$ cat src/rtl/osc_chk_pkg.sv
package osc_chk_pkg;

   typedef enum logic [1:0] {
      ST_IDLE = 2'd0,
      ST_ARM  = 2'd1,
      ST_WAIT = 2'd2
   } chk_state_e;

   function automatic longint cycles_for_us(input longint clk_hz, input longint us);
      return (clk_hz * us) / 64'd1000000;
   endfunction

   function automatic longint cycles_per_tick(input longint clk_hz, input longint osc_hz);
      return (clk_hz + osc_hz - 1) / osc_hz;
   endfunction

endpackage

$ cat src/rtl/osc_chk_timer.sv
module osc_chk_timer #(
   parameter int TMR_W = 8
) (
   input  logic             clk,
   input  logic             rst_n,
   input  logic             load_i,
   input  logic [TMR_W-1:0] load_val_i,
   output logic             zero_o
);

   logic [TMR_W-1:0] cnt_q;

   always_ff @(posedge clk or negedge rst_n) begin
      if (!rst_n)
         cnt_q <= '0;
      else if (load_i)
         cnt_q <= load_val_i;
      else if (cnt_q != '0)
         cnt_q <= cnt_q - 1'b1;
   end

   assign zero_o = (cnt_q == '0);

   // the window only shrinks one step per cycle between loads
   a_r3_steady_countdown : assert property (@(posedge clk) disable iff (!rst_n)
      (!load_i && cnt_q != '0) |=> (cnt_q == $past(cnt_q) - 1'b1));

endmodule

$ cat src/rtl/osc_chk_sampler.sv
module osc_chk_sampler #(
   parameter int CNT_W  = 32,
   parameter bit IN_REG = 1'b1
) (
   input  logic             clk,
   input  logic             rst_n,
   input  logic [CNT_W-1:0] count_i,
   input  logic             capture_i,
   output logic             match_o
);

   logic [CNT_W-1:0] cur_cnt;
   logic [CNT_W-1:0] ref_q;

   generate
      if (IN_REG) begin : g_in_reg
         logic [CNT_W-1:0] stage_q;
         always_ff @(posedge clk or negedge rst_n) begin
            if (!rst_n)
               stage_q <= '0;
            else
               stage_q <= count_i;
         end
         assign cur_cnt = stage_q;
      end else begin : g_in_direct
         assign cur_cnt = count_i;
      end
   endgenerate

   always_ff @(posedge clk or negedge rst_n) begin
      if (!rst_n)
         ref_q <= '0;
      else if (capture_i)
         ref_q <= cur_cnt;
   end

   assign match_o = (cur_cnt == ref_q);

endmodule

$ cat src/rtl/osc_chk_fsm.sv
module osc_chk_fsm
   import osc_chk_pkg::*;
#(
   parameter int               TMR_W     = 8,
   parameter logic [TMR_W-1:0] SETTLE_LD = '0,
   parameter logic [TMR_W-1:0] WIN_LD    = '0
) (
   input  logic             clk,
   input  logic             rst_n,
   input  logic             start_i,
   input  logic             tmr_zero_i,
   input  logic             match_i,
   output logic             tmr_load_o,
   output logic [TMR_W-1:0] tmr_val_o,
   output logic             capture_o,
   output logic             en_o,
   output logic             done_o,
   output logic             failed_o
);

   chk_state_e state_q, state_d;
   logic       accept, finish;
   logic       en_q, done_q, fail_q;

   assign accept     = (state_q == ST_IDLE) && start_i;
   assign capture_o  = (state_q == ST_ARM) && tmr_zero_i;
   assign finish     = (state_q == ST_WAIT) && tmr_zero_i;
   assign tmr_load_o = accept || capture_o;
   assign tmr_val_o  = accept ? SETTLE_LD : WIN_LD;

   always_comb begin
      state_d = state_q;
      unique case (state_q)
         ST_IDLE: if (start_i)    state_d = ST_ARM;
         ST_ARM:  if (tmr_zero_i) state_d = ST_WAIT;
         ST_WAIT: if (tmr_zero_i) state_d = ST_IDLE;
         default:                 state_d = ST_IDLE;
      endcase
   end

   always_ff @(posedge clk or negedge rst_n) begin
      if (!rst_n) begin
         state_q <= ST_IDLE;
         en_q    <= 1'b0;
         done_q  <= 1'b0;
         fail_q  <= 1'b0;
      end else begin
         state_q <= state_d;
         done_q  <= finish;
         if (accept)
            en_q <= 1'b1;
         else if (finish)
            en_q <= 1'b0;
         if (accept)
            fail_q <= 1'b0;
         else if (finish)
            fail_q <= match_i;
      end
   end

   assign en_o     = en_q;
   assign done_o   = done_q;
   assign failed_o = fail_q;

   // an accepted start raises the request and clears the verdict
   a_r2_start_arms : assert property (@(posedge clk) disable iff (!rst_n)
      accept |=> (en_q && !fail_q));

   // done is a lone pulse that coincides with the request dropping
   a_r6_single_done : assert property (@(posedge clk) disable iff (!rst_n)
      done_q |=> !done_q);
   a_r6_done_at_release : assert property (@(posedge clk) disable iff (!rst_n)
      done_q |-> (!en_q && $past(en_q)));

   // the verdict only moves at a done pulse or an accepted start
   a_r7_verdict_held : assert property (@(posedge clk) disable iff (!rst_n)
      !$stable(fail_q) |-> (done_q || $past(accept)));

   // the request can only rise out of the idle state
   a_r8_rise_from_idle : assert property (@(posedge clk) disable iff (!rst_n)
      $rose(en_q) |-> ($past(state_q) == ST_IDLE));

endmodule

$ cat src/rtl/osc_live_check.sv
module osc_live_check
   import osc_chk_pkg::*;
#(
   parameter int CLK_HZ     = 200_000_000,
   parameter int OSC_HZ     = 32_768,
   parameter int WINDOW_US  = 50,
   parameter int SETTLE_CYC = 2,
   parameter int CNT_W      = 32,
   parameter bit IN_REG     = 1'b1
) (
   input  logic             clk,
   input  logic             rst_n,
   input  logic             start_i,
   input  logic [CNT_W-1:0] count_i,
   output logic             cnt_always_o,
   output logic             done_o,
   output logic             failed_o
);

   localparam longint WIN_L   = cycles_for_us(longint'(CLK_HZ), longint'(WINDOW_US));
   localparam longint TICK_L  = cycles_per_tick(longint'(CLK_HZ), longint'(OSC_HZ));
   localparam int     WIN_CYC = int'(WIN_L);
   localparam int     MAX_LD  = (WIN_CYC > SETTLE_CYC) ? WIN_CYC : SETTLE_CYC;
   localparam int     TMR_W   = $clog2(MAX_LD + 1);
   localparam logic [TMR_W-1:0] SETTLE_LD = TMR_W'(SETTLE_CYC - 1);
   localparam logic [TMR_W-1:0] WIN_LD    = TMR_W'(WIN_CYC - 1);

   generate
      if (SETTLE_CYC < 1) begin : g_bad_settle
         $error("SETTLE_CYC must be at least 1");
      end
      if (WIN_L <= TICK_L) begin : g_bad_window
         $error("window must be longer than one oscillator period");
      end
      if (CNT_W < 2) begin : g_bad_width
         $error("CNT_W must be at least 2");
      end
   endgenerate

   logic             tmr_load, tmr_zero;
   logic [TMR_W-1:0] tmr_val;
   logic             capture, match;

   osc_chk_timer #(.TMR_W(TMR_W)) u_timer (
      .clk        (clk),
      .rst_n      (rst_n),
      .load_i     (tmr_load),
      .load_val_i (tmr_val),
      .zero_o     (tmr_zero)
   );

   osc_chk_sampler #(.CNT_W(CNT_W), .IN_REG(IN_REG)) u_sampler (
      .clk       (clk),
      .rst_n     (rst_n),
      .count_i   (count_i),
      .capture_i (capture),
      .match_o   (match)
   );

   osc_chk_fsm #(
      .TMR_W     (TMR_W),
      .SETTLE_LD (SETTLE_LD),
      .WIN_LD    (WIN_LD)
   ) u_fsm (
      .clk        (clk),
      .rst_n      (rst_n),
      .start_i    (start_i),
      .tmr_zero_i (tmr_zero),
      .match_i    (match),
      .tmr_load_o (tmr_load),
      .tmr_val_o  (tmr_val),
      .capture_o  (capture),
      .en_o       (cnt_always_o),
      .done_o     (done_o),
      .failed_o   (failed_o)
   );

endmodule

$ cat config.mk
export PLATFORM = sky130hd
export DESIGN_NAME = osc_live_check
export DESIGN_NICKNAME = d
export VERILOG_FILES = /design/src/rtl/osc_chk_pkg.sv /design/src/rtl/osc_chk_timer.sv /design/src/rtl/osc_chk_sampler.sv /design/src/rtl/osc_chk_fsm.sv /design/src/rtl/osc_live_check.sv
export SDC_FILE = /design/constraint.sdc
export NUM_CORES = 1
export LEC_CHECK = 0
export ABC_AREA = 0
export BUFFER_PORTS_ARGS = -buffer_cell sky130_fd_sc_hd__buf_2
export CORE_MARGIN = 2
export CORE_UTILIZATION = 30
export CTS_BUF_LIST = sky130_fd_sc_hd__clkbuf_4 sky130_fd_sc_hd__clkbuf_8
export CTS_CLUSTER_SIZE = 40
export DETAILED_ROUTE_END_ITERATION = 10
export PLACE_DENSITY = 0.5
export SLEW_MARGIN = 20
export SYNTH_ARGS = -nofsm -noshare
export SYNTH_HDL_FRONTEND = slang
export SYNTH_SLANG_ARGS = --single-unit
$ cat constraint.sdc
create_clock -name clk -period 2.4 [get_ports clk]
set_input_delay 0 -clock clk [delete_from_list [all_inputs] [get_ports clk]]
set_output_delay 0 -clock clk [all_outputs]
set_load 0.02 [all_outputs]
* Yosys cells after proc, flatten, opt, wreduce, memory -nomap -nowiden
Index checks and enable logic that the tools add are counted. Widths: inputs -> output; s select.
Word-level totals: bits in registers 83, bits of input ports 35, output and inout bits 3, word-level logic and storage cells 35
Cells by class: add/sub/neg operators 1, equality and inequality tests 6, multiplexer cells 11, reduce and logical (&&, ||, !) cells 10
Operators by type and width (count):
- $mux 14 | 3
- $eq 32x32->1 | 1
- $logic_not 14->1 | 1
- $reduce_bool 14->1 | 1
- $sub 14x1->14 const B | 1
- $mux 2 | 3
- $pmux 2 s3 | 1
- $mux 1 | 4
- $ne 2x1->1 const B | 2
- $reduce_bool 2->1 | 2
- $logic_and 1x1->1 | 3
- $reduce_and 3->1 | 1
- $eq 2x1->1 const B | 1
- $eq 2x2->1 const B | 1
- $logic_not 2->1 | 1
- $ne 2x2->1 const B | 1
- $logic_or 1x1->1 | 1

* Longest topological paths before layout
word-level depth 4, mapped depth 9

* Hierarchy
Synthesis repeated with hierarchy kept, for this count alone.
Unflattened totals: cells, all modules 261, area total of the unflattened synthesis 3505.9 µm²
By module, submodules not included:
- osc_chk_sampler | times used 1, cells each 143, area each 2336.0 µm², seq. area each 1601.5 µm²
- osc_chk_timer | times used 1, cells each 77, area each 825.8 µm², seq. area each 350.3 µm²
- osc_chk_fsm | times used 1, cells each 41, area each 344.1 µm², seq. area each 125.1 µm²

* Worst setup path after synthesis
No wires, ideal clock.
path kind register to register, from register u_timer.cnt_q[0], to register u_fsm.fail_q (netlist: u_fsm.failed_o), setup time 0.076 ns, arrival time 2.301 ns, required time 2.324 ns, setup slack 0.023 ns, stages on the path, launching flop included 8, path buffers 0, period minus slack after synthesis 2.377 ns, cells stage by stage dfrtp_1 > inv_1 > ha_1 > or4b_4 > nor4_4 > a21oi_1 > or4_1 > o21ai_1
Between the ends: longest elaborated chain between the ends 3
RTL lines:
- start: declaration | RTL line osc_chk_timer.sv:11 | logic [TMR_W-1:0] cnt_q;
- start signal: assignment | RTL line osc_chk_timer.sv:17 | cnt_q <= load_val_i;
- start signal: assignment | RTL line osc_chk_timer.sv:19 | cnt_q <= cnt_q - 1'b1;
- $logic_not 14->1 | RTL line osc_chk_timer.sv:22 | assign zero_o = (cnt_q == '0);
- $logic_and 1x1->1 | RTL line osc_chk_fsm.sv:27 | assign finish = (state_q == ST_WAIT) && tmr_zero_i;
- $reduce_bool 2->1 (no source line)
- end signal: assignment | RTL line osc_chk_fsm.sv:57 | fail_q <= match_i;
- end: declaration | RTL line osc_chk_fsm.sv:23 | logic en_q, done_q, fail_q;
No other way between the ends. A chain may end at the register's enable or synchronous reset.

* Final worst setup path
Ends and elaborated chain as after synthesis.

==> results.cfg <==
[place]
postPlaceCellArea_sq_um = 3720
dp_slack_ns = 0.00342
gp_congestion = 0.798
io_buffers = 37
dp_cells = 485
dp_hpwl_um = 4180

[pwr]
p_sw_share_pct = 21.5
p_seq_share_pct = 54.0
switchingPower_mw = 0.575
power.total_mw = 2.67
ir_drop_mv = 0.231
share_comb_of_total_power_pct = 4.7
p_leak_nw = 2.04
p_int_mw = 2.10
clkPwrFrac_pct = 41.3
powerDensity_nw_per_um2 = 623

[yosys]
synth_edf_count = 0
synthesis.nets = 343
syn_area_sq_um = 3290
synth_seq_cells = 83
syn-mean-instance-area_sq_um = 10.7
synth_cell_types = 32
ys.flop_type = dfrtp_1
synth_top_cell_area_share_pct = 63.0
yosysTopAreaCell = dfrtp_1
yosys_warnings = 0
netlist_instances = 307
ys_seq_area_share_pct = 63.0
async_flop_share_pct = 100
synthTopCellsByArea = dfrtp_1, nand2_1, xnor2_1, xor2_1, nor2_1

[floorplanning]
pin_count = 38
rows = 38
die_x_um = 109
dieHeight_um = 109
dieArea_sq_um = 11800
coreArea_sq_um = 10800
initial_core_util_pct = 30.5

[layout]
final_area_sq_um = 4290
final_cell_count_no_fill = 536
nNetsFinal = 427
area_growth_pct = 30.3
antennaDiodeCount = 0
post-route-util_pct = 39.8
drive_gt1_share_pct = 17.9

[global_routing]
first_global_vias = 2318
grt.total_usage_pct = 12.0
grt_max_degree = 60
grt_first_pass_wirelength_um = 10800
grt_overflow = 0
antenna_found_initial = 0

[timing]
fin_crit_sh_pct = 96.3
drv_slew = 0
worst_slack_ns = 0.0894
tightest_slew_ns = 0.340
setup_viol = 0
max_slew_margin_pct = 77.1
layout_min_cycle_time_ns = 2.31
fmax_mhz = 433
hold_ws_ns = 0.0909
rsz0062_at_grt = no
hold_viol_final = 0
tns_ns = 0
fin_worst_skew_ns = 0.00777

[clock_tree]
clk_pin_slew_ns = 0.08
cts.sinks = 83
cts_made_buffers = 9
cts_max_level = 3
clock_path_buffers = 2
cts_tree = built
clk_latency_ns = 0.35
cts_root_buf = clkbuf_8

[setup_path]
worstSetupEndpointType = flip-flop
crit_arrival_ns = 2.59
cp-start-kind = flip-flop
crit_fanout = 5
r2r_end = u_fsm.failed_o$_DFFE_PN0P_
worstSetupPathType = reg2reg
required_ns = 2.68
r2r_slack_ns = 0.09
r2r-start = u_timer.cnt_q[0]$_DFFE_PN0P_
worst_r2r_path_depth = 7

[route]
ant_nets = 0
drc = 0
first_iter_violations = 85
routed_wl_um = 6320
avgRoutedWirePerCell_um = 11.8
via_per_inst = 4.27
drt_pass1_iterations = 5
vias = 2291

[run]
maxCapViolations = 0

[status]
status = finished, final reports clean

[hold_path]
worstHoldPathType = in2async
[what timing repair did]
action	CTS	global route
endpoints found under the hold margin	115	0
hold buffers	33	0
resized for setup	2	1
setup endpoints to repair	2	21
setup buffers	0	2
pin swaps	0	3
[flip-flops by register name, summed over array words and instances, names as in the netlist]
register / cells
u_sampler.cur_cnt: 32
u_sampler.ref_q: 32
u_fsm.done_o: 1
u_fsm.failed_o: 1
u_timer.cnt_q: 14
u_fsm.en_o: 1
u_fsm.state_q: 2
[critical path, cell delays in order, from the launching register on]
cell     delay, ns
dfrtp_1       0.40
inv_2         0.07
ha_1          0.16
or4b_4        0.52
nor4_4        0.27
a21oi_1       0.14
or4_1         0.52
o21ai_1       0.15
[power by group through the flow]
stage	Combinational (mW)	Sequential, mW	Clock (mW)
final	0.125	1.45	1.10
after global routing	0.140	1.45	1.21
after CTS	0.129	1.45	1.14
after detailed placement	0.0874	1.47	0
after global placement	0.0862	1.47	0
after floorplan	0.0240	1.47	0
[how the worst max path moves through the flow]
stage,startpoint,end,depth (start not counted)
4_1_cts,u_timer.cnt_q[0]$_DFFE_PN0P_,u_fsm.failed_o$_DFFE_PN0P_,7
3_5_place_dp,u_timer.cnt_q[0]$_DFFE_PN0P_,u_timer.cnt_q[2]$_DFFE_PN0P_,7
3_3_place_gp,u_timer.cnt_q[0]$_DFFE_PN0P_,u_sampler.ref_q[23]$_DFFE_PN0P_,8
2_1_floorplan,u_timer.cnt_q[0]$_DFFE_PN0P_,u_fsm.failed_o$_DFFE_PN0P_,7
5_1_grt,u_timer.cnt_q[0]$_DFFE_PN0P_,u_timer.cnt_q[4]$_DFFE_PN0P_,8
6_report,u_timer.cnt_q[0]$_DFFE_PN0P_,u_fsm.failed_o$_DFFE_PN0P_,7
[synthesized netlist by cell type (all sizes together) (2+ instances only)]
master / instances
o21ai: 5
nand4: 6
nor2: 15
or4: 5
xor2: 11
nand3: 5
nand2: 107
buf: 6
nor4: 7
xnor2: 31
inv: 4
dfrtp: 83
nor3: 5
nor2b: 2
clkbuf: 2
[logic make-up (layout without fill, tap and decap cells)]
| kind of cell | count (synthesis) | count (layout) | synth area share [%] |
|---|---|---|---|
| multiplexers | 1 | 1 | 0.304 |
| XOR/XNOR | 42 | 42 | 11.2 |
| buffers and inverters | 12 | 101 | 1.60 |
| AND/OR/NAND/NOR | 157 | 157 | 21.4 |
| flip-flops | 83 | 83 | 63.0 |
| AO/OA/AOI/OAI | 11 | 11 | 2.09 |
| adder cells (fa/ha/maj) | 1 | 1 | 0.380 |
[layer usage]
layer	GRT usage [%]	vias up	wire (um)
met4	4.95	0	110
met1	15.8	1087	3200
met5	0	-	0
met3	3.71	11	255
li1	-	1152	-
met2	18.3	41	2750
[layout by cell type (no fill, tap or decap), drive strengths merged, types with 2 or more instances in the layout]
cell type	n
nand2	107
dfrtp	83
buf	48
dlygate4sd3	33
xnor2	31
nor2	15
xor2	11
clkbuf	10
nor4	7
nand4	6
nor3	5
nand3	5
inv	5
or4	5
o21ai	5
nor2b	2
clkinvlp	2
bufinv	2
[area by class of cell]
cell class,count,area (sq um)
Timing Repair Buffer,81,638
Inverter,4,15.0
Clock inverter,6,88.8
Fill cell,1053,6500
Sequential cell,83,2080
Multi-Input combinational cell,212,1170
Tap cell,140,175
Clock buffer,10,131
Power figures use the tool's default switching activity.
